## src/rtl/ftmr_pkg.sv

```systemverilog
package ftmr_pkg;

    localparam int CNT_W   = 16;
    localparam int BYTE_W  = 8;
    localparam int ADDR_W  = 3;
    localparam int PRE_W   = 4;
    localparam int CTRL_W  = 4;

    typedef enum logic [ADDR_W-1:0] {
        A_CTRL   = 3'd0,
        A_STAT   = 3'd1,
        A_CNT_HI = 3'd2,
        A_CNT_LO = 3'd3,
        A_ALT_HI = 3'd4,
        A_ALT_LO = 3'd5
    } reg_addr_e;

    typedef enum logic [1:0] {
        SRC_DIV1  = 2'd0,
        SRC_DIV4  = 2'd1,
        SRC_DIV16 = 2'd2,
        SRC_EXT   = 2'd3
    } clk_src_e;

    typedef struct packed {
        clk_src_e src;
        logic     rise_edge;
        logic     ovf_ie;
    } ctrl_t;

    function automatic logic [PRE_W-1:0] pre_mask(input clk_src_e s);
        case (s)
            SRC_DIV4:  return PRE_W'(3);
            SRC_DIV16: return PRE_W'(15);
            default:   return '0;
        endcase
    endfunction

    function automatic logic addr_is_hi(input logic [ADDR_W-1:0] a);
        return (a == A_CNT_HI) || (a == A_ALT_HI);
    endfunction

    function automatic logic addr_is_lo(input logic [ADDR_W-1:0] a);
        return (a == A_CNT_LO) || (a == A_ALT_LO);
    endfunction

    function automatic logic addr_is_alt(input logic [ADDR_W-1:0] a);
        return (a == A_ALT_HI) || (a == A_ALT_LO);
    endfunction

endpackage

```

## src/rtl/ftmr_tick.sv

```systemverilog
module ftmr_tick
    import ftmr_pkg::*;
#(
    parameter int SYNC_LEN = 2
) (
    input  logic     clk,
    input  logic     rst,
    input  logic     ext_clk_in,
    input  clk_src_e src,
    input  logic     rise_edge,
    output logic     tick
);

    localparam int SH_W = SYNC_LEN + 1;

    logic [SH_W-1:0]  sh;
    logic [PRE_W-1:0] pre;
    logic             lvl;
    logic             prev;
    logic             ext_edge;
    logic             int_tick;

    for (genvar i = 0; i < SH_W; i++) begin : g_sync
        if (i == 0) begin : g_first
            always_ff @(posedge clk) begin
                if (rst) sh[i] <= 1'b0;
                else     sh[i] <= ext_clk_in;
            end
        end else begin : g_next
            always_ff @(posedge clk) begin
                if (rst) sh[i] <= 1'b0;
                else     sh[i] <= sh[i-1];
            end
        end
    end

    assign lvl  = sh[SYNC_LEN-1];
    assign prev = sh[SYNC_LEN];

    always_comb begin
        if (rise_edge) ext_edge = lvl & ~prev;
        else           ext_edge = ~lvl & prev;
    end

    always_ff @(posedge clk) begin
        if (rst) pre <= '0;
        else     pre <= pre + PRE_W'(1);
    end

    assign int_tick = ((pre & pre_mask(src)) == pre_mask(src));
    assign tick     = (src == SRC_EXT) ? ext_edge : int_tick;

endmodule

```

## src/rtl/ftmr_counter.sv

```systemverilog
module ftmr_counter
    import ftmr_pkg::*;
#(
    parameter logic [CNT_W-1:0] RST_COUNT = 16'hFFFC
) (
    input  logic             clk,
    input  logic             rst,
    input  logic             tick,
    input  logic             halt,
    output logic [CNT_W-1:0] cnt,
    output logic             wrap
);

    logic step;

    assign step = tick & ~halt;
    assign wrap = step & (cnt == {CNT_W{1'b1}});

    always_ff @(posedge clk) begin
        if (rst)       cnt <= RST_COUNT;
        else if (step) cnt <= cnt + CNT_W'(1);
    end

    assert_step_R4: assert property (@(posedge clk) disable iff (rst)
        (tick && !halt) |=> cnt == CNT_W'($past(cnt) + CNT_W'(1)));

    assert_hold_R8: assert property (@(posedge clk) disable iff (rst)
        halt |=> cnt == $past(cnt));

endmodule

```

## src/rtl/ftmr_regs.sv

```systemverilog
module ftmr_regs
    import ftmr_pkg::*;
(
    input  logic              clk,
    input  logic              rst,
    input  logic              bus_sel,
    input  logic              bus_wr,
    input  logic [ADDR_W-1:0] bus_addr,
    input  logic [BYTE_W-1:0] bus_wdata,
    output logic [BYTE_W-1:0] bus_rdata,
    input  logic [CNT_W-1:0]  cnt,
    input  logic              wrap,
    input  logic              int_mask,
    output ctrl_t             ctrl,
    output logic              ovf_irq
);

    logic              rd_acc;
    logic              hi_rd;
    logic              lo_rd;
    logic              lo_main_acc;
    logic              stat_rd;
    logic              ctrl_wr;
    logic              pending;
    logic [BYTE_W-1:0] lo_buf;
    logic              flag;
    logic              armed;
    logic              unused_wdata_hi;

    assign unused_wdata_hi = ^bus_wdata[BYTE_W-1:CTRL_W];

    assign rd_acc      = bus_sel & ~bus_wr;
    assign hi_rd       = rd_acc & addr_is_hi(bus_addr);
    assign lo_rd       = rd_acc & addr_is_lo(bus_addr);
    assign lo_main_acc = bus_sel & (bus_addr == A_CNT_LO);
    assign stat_rd     = rd_acc & (bus_addr == A_STAT);
    assign ctrl_wr     = bus_sel & bus_wr & (bus_addr == A_CTRL);

    always_ff @(posedge clk) begin
        if (rst) begin
            ctrl <= '0;
        end else if (ctrl_wr) begin
            ctrl <= ctrl_t'(bus_wdata[CTRL_W-1:0]);
        end
    end

    always_ff @(posedge clk) begin
        if (rst) begin
            pending <= 1'b0;
            lo_buf  <= '0;
        end else if (hi_rd && !pending) begin
            pending <= 1'b1;
            lo_buf  <= cnt[BYTE_W-1:0];
        end else if (lo_rd) begin
            pending <= 1'b0;
        end
    end

    always_ff @(posedge clk) begin
        if (rst) begin
            flag  <= 1'b0;
            armed <= 1'b0;
        end else if (wrap) begin
            flag  <= 1'b1;
            armed <= 1'b0;
        end else if (armed && lo_main_acc) begin
            flag  <= 1'b0;
            armed <= 1'b0;
        end else if (stat_rd && flag) begin
            armed <= 1'b1;
        end
    end

    always_comb begin
        bus_rdata = '0;
        case (bus_addr)
            A_CTRL:   bus_rdata = BYTE_W'(ctrl);
            A_STAT:   bus_rdata = BYTE_W'(flag);
            A_CNT_HI,
            A_ALT_HI: bus_rdata = cnt[CNT_W-1:BYTE_W];
            A_CNT_LO,
            A_ALT_LO: bus_rdata = pending ? lo_buf : cnt[BYTE_W-1:0];
            default:  bus_rdata = '0;
        endcase
    end

    assign ovf_irq = flag & ctrl.ovf_ie & ~int_mask;

    assert_wrap_sets_R4: assert property (@(posedge clk) disable iff (rst)
        wrap |=> flag);

    assert_buf_kept_R2: assert property (@(posedge clk) disable iff (rst)
        (pending && !lo_rd) |=> $stable(lo_buf) && pending);

    assert_flag_kept_R6: assert property (@(posedge clk) disable iff (rst)
        (flag && !(armed && lo_main_acc)) |=> flag);

    assert_alt_quiet_R7: assert property (@(posedge clk) disable iff (rst)
        (bus_sel && addr_is_alt(bus_addr) && !wrap) |=>
            (flag == $past(flag)) && (armed == $past(armed)));

endmodule

```

## src/rtl/ftmr_top.sv

```systemverilog
module ftmr_top
    import ftmr_pkg::*;
#(
    parameter int               SYNC_LEN  = 2,
    parameter logic [CNT_W-1:0] RST_COUNT = 16'hFFFC
) (
    input  logic              clk,
    input  logic              rst,
    input  logic              bus_sel,
    input  logic              bus_wr,
    input  logic [ADDR_W-1:0] bus_addr,
    input  logic [BYTE_W-1:0] bus_wdata,
    output logic [BYTE_W-1:0] bus_rdata,
    input  logic              halt,
    input  logic              int_mask,
    input  logic              ext_clk_in,
    output logic              ovf_irq
);

    ctrl_t            ctrl;
    logic             tick;
    logic             wrap;
    logic [CNT_W-1:0] cnt;

    ftmr_tick #(.SYNC_LEN(SYNC_LEN)) u_tick (
        .clk        (clk),
        .rst        (rst),
        .ext_clk_in (ext_clk_in),
        .src        (ctrl.src),
        .rise_edge  (ctrl.rise_edge),
        .tick       (tick)
    );

    ftmr_counter #(.RST_COUNT(RST_COUNT)) u_cnt (
        .clk  (clk),
        .rst  (rst),
        .tick (tick),
        .halt (halt),
        .cnt  (cnt),
        .wrap (wrap)
    );

    ftmr_regs u_regs (
        .clk       (clk),
        .rst       (rst),
        .bus_sel   (bus_sel),
        .bus_wr    (bus_wr),
        .bus_addr  (bus_addr),
        .bus_wdata (bus_wdata),
        .bus_rdata (bus_rdata),
        .cnt       (cnt),
        .wrap      (wrap),
        .int_mask  (int_mask),
        .ctrl      (ctrl),
        .ovf_irq   (ovf_irq)
    );

endmodule

```

## config.mk

```make
export PLATFORM = sky130hd
export DESIGN_NAME = ftmr_top
export DESIGN_NICKNAME = d
export VERILOG_FILES = /design/src/rtl/ftmr_pkg.sv /design/src/rtl/ftmr_tick.sv /design/src/rtl/ftmr_counter.sv /design/src/rtl/ftmr_regs.sv /design/src/rtl/ftmr_top.sv
export SDC_FILE = /design/constraint.sdc
export NUM_CORES = 1
export LEC_CHECK = 0
export ABC_CLOCK_PERIOD_IN_PS = 3000
export BUFFER_PORTS_ARGS = -buffer_cell sky130_fd_sc_hd__buf_4
export CORE_MARGIN = 2
export CORE_UTILIZATION = 45
export CTS_CLUSTER_DIAMETER = 30
export DETAILED_ROUTE_END_ITERATION = 10
export PLACE_DENSITY = 0.65
export SYNTH_ARGS = -nofsm -noshare
export SYNTH_HDL_FRONTEND = slang
export SYNTH_HIERARCHICAL = 1
export SYNTH_SLANG_ARGS = --single-unit
export TNS_END_PERCENT = 1
```

## constraint.sdc

```tcl
create_clock -name clk -period 3 [get_ports clk]
set_input_delay 0.3 -clock clk [delete_from_list [all_inputs] [get_ports clk]]
set_output_delay 0.3 -clock clk [all_outputs]
set_load 0.1 [all_outputs]
```

==> summary.txt <==
Power
  • Clock power share: 0.296
  • NetSw: ~350 uW
  • P per Cell Area: approximately 500 nW/um^2
  • Sw Share: 0.318
  • P_int: around 750 uW
  • Combinational group share of total power: 0.214
  • Sequential power share: 0.490
  • LEAKAGE: slightly below 0.9 nW
  • Peak supply drop: about 0.00020 V
  • Power Total: 1.11 mW

Worst setup path
  • WS Path Type: register to register
  • R2r worst-path depth: 9
  • Cell mode on critical path: a21oi_1
  • Reg2Reg Setup Slack: 680 ps
  • Peak per-stage delay on the critical path: roughly 420 ps
  • Worst reg2reg path endpoint: u_cnt/cnt[13]
  • Critical Path, Cell by Cell: inv_1 -> ha_1 -> a21oi_1 -> a21oi_1 -> o21a_1 -> and4b_1 -> nand2_2 -> o31a_1 -> or3_1
  • Worst setup EP type: register
  • Buf/Inv on CP: 1
  • Top delay family on crit path: simple AND/OR/NAND/NOR gates
  • Critical Path Fanout Max: 8
  • CP startpoint kind: register
  • Critical Path RT: between 3000 and 4000 ps
  • Reg-to-Reg Start: u_regs/ctrl[2]
  • Worst path slowest cell: and4b_1
  • Critical Path AT: ~2500 ps

Hold path
  • Worst hold stages: 2
  • Hold/Removal Path Class: primary input to register
  • Hold Path Origin: ext_clk_in
  • WHS Endpoint: u_tick/sh[0]

STA
  • Final Critical Period: between 2000 and 2500 ps
  • Max Clock Freq: 431 MHz
  • Worst-Margin Slew: about 530 ps
  • Final hold slack: 240 ps
  • Max-slew headroom: 0.644
  • Unrepaired setup endpoints after global routing: false
  • Max-slew violation count: 0
  • Worst Skew: between 4 and 5 ps
  • Final period util: 0.773
  • Fin. Hold Viols: 0
  • Setup total negative slack: 0 ps
  • Final setup violation count: 0

Clock network
  • Worst skew pair latency: slightly below 300 ps
  • Total CTS buffers: 5
  • Reg clk slew, reported paths: approximately 70 ps
  • Clock sinks: 38
  • CTS root buf: clkbuf_8
  • Post-CTS Setup Bufs: 0
  • TritonCTS clock tree: built
  • H-tree depth: 2
  • Largest buffer count on any clock path: 2
  • Cts hold-fix bufs: 0
  • PostCTS Resize Cnt: 0

Routing
  • Via Count: between 1000 and 1500
  • Drt first pass iters: 4
  • DRT iter0 DRCs: 86
  • Post-route ant nets: 0
  • Final WL: 3910 microns
  • DR DRC count: 0
  • Vias/cell: between 5 and 6
  • DR WL/cell: 13.7 microns

Global routing
  • First-pass GRT wire length: 6640 microns
  • Initial antenna violation count: 0
  • Vias in the first global route: 1411
  • GRT Total Usage: 0.171
  • Largest net degree at the start of global routing: 27
  • Gr ovfl total: 0

Flow run
  • Max_cap viols: 0

Floorplan
  • Io pins: 27
  • Initial Util: 0.475
  • Die extent in x: approximately 70 microns
  • Die area: around 4900 sq um
  • Total core area: between 4000 and 5000 sq um
  • Die height: around 70 microns
  • # rows: 23

Placement
  • Dpl hpwl: around 2700 microns
  • Buffers added on ports: 22
  • GP Congestion: 0.760

Layout
  • Fill count: 400
  • Commonest non-fill, non-tap cell in the layout: dfxtp_1
  • Layout Utilization: 0.539
  • Layout area overhead: 13.5%
  • Final net count: 257
  • Layout cells sized above 1: 0.166
  • Commonest non-fill, non-tap cells in the layout: dfxtp_1 (38), nand2_1 (30), buf_4 (23)
  • Antenna diodes: 0

Logic synthesis
  • Library cells used by synthesis: 47
  • Main synth FF type: dfxtp_1
  • Yosys warns: 6
  • Syn_area_per_cell: between 9 and 10 sq um
  • Mapped Cells: between 200 and 250
  • Post-synthesis cell area: slightly below 2000 sq um
  • Asr flop ratio synth: 0
  • Sequential area share after synthesis: 0.392
  • Number of synthesized register bits: 38
  • Post-Syn Nets: ~240
  • Post-synth EDFFs: 0

Outcome
  • Outcome: completed
## worst max-delay path by stage
stage	from	end	slack [ps]	depth (start not counted)
finish	u_regs/ctrl[2]	u_cnt/cnt[13]	680	9
detailed placement	u_regs/ctrl[2]	u_cnt/cnt[13]	730	9
global route	u_regs/ctrl[2]	u_cnt/cnt[15]	540	9
floorplan	bus_addr[0]	bus_rdata[4]	-390	4
global placement	u_regs/ctrl[2]	u_cnt/cnt[15]	740	9
CTS	u_regs/ctrl[2]	u_cnt/cnt[13]	700	9
## cells in the mapped netlist, types with 2 or more instances
library cell,count,area (sq um)
mux2i_1,22,220
a22o_1,4,35.0
nand2_1,30,113
nor2_1,13,48.8
nand3_1,6,30.0
o31a_1,2,17.5
nand2b_1,6,37.5
or3b_1,4,35.0
a41oi_1,2,17.5
xnor2_1,4,35.0
nor4_1,2,12.5
o21ai_0,6,30.0
clkbuf_1,3,11.3
buf_2,2,10.0
inv_1,4,15.0
a21oi_1,7,35.0
nor3_1,6,30.0
ha_1,4,50.1
nor2b_1,7,43.8
and3_1,3,18.8
dfxtp_1,38,761
a211oi_1,4,30.0
or3_1,2,12.5
and2_1,3,18.8
xor2_1,8,70.1
## stage by stage
step	std cells	worst slack (ps)	area, sq um
final	285	682	2200
after global routing	285	537	2200
after CTS	285	699	2200
after detailed placement	278	725	2130
after global placement	278	744	2130
after floorplan	214	-392	1940
## flip-flops by register name, summed over array words and instances (netlist names)
name	flops
u_cnt/cnt	16
u_regs/armed	1
u_regs/ctrl	4
u_regs/flag	1
u_regs/lo_buf	8
u_regs/pending	1
u_tick/lvl	1
u_tick/pre	4
u_tick/prev	1
u_tick/sh	1
## layout make-up
cell class	instances	area, sq um	share of cell area
multi-input combinational	162	1110	0.505
sequential	38	761	0.345
timing repair buffer	23	173	0.0783
clock buffer	7	76.3	0.0346
tap	50	62.6	0.0284
inverter	5	18.8	0.00851
## power groups by stage
| stage | Combinational (mW) | Clock (mW) | Sequential [mW] |
|---|---|---|---|
| floorplan | 0.191 | 0 | 0.546 |
| global placement | 0.236 | 0 | 0.554 |
| detailed placement | 0.238 | 0 | 0.554 |
| CTS | 0.239 | 0.338 | 0.542 |
| global route | 0.251 | 0.370 | 0.545 |
| finish | 0.237 | 0.328 | 0.542 |
## per-layer routing
metal	wire length, microns	up-vias	GRT usage	share of wire
met3	182	2	0.0596	0.047
met2	1670	22	0.241	0.43
li1	-	785	-	-
met4	24	0	0.0577	0.0061
met1	2030	672	0.242	0.52
met5	0	-	0	0
## kinds of logic (layout without fill, tap and decap cells)
logic type      count (synthesis)  in the layout  share of synthesized area
mux                            22             22                      0.113
flops                          38             38                      0.392
simple gates                   95             95                      0.275
buf+inv                        14             35                     0.0348
compound gates                 29             29                      0.105
xor+xnor                       12             12                     0.0541
fa+ha+maj                       4              4                     0.0258
No activity file was read; power rests on OpenSTA's default activity.
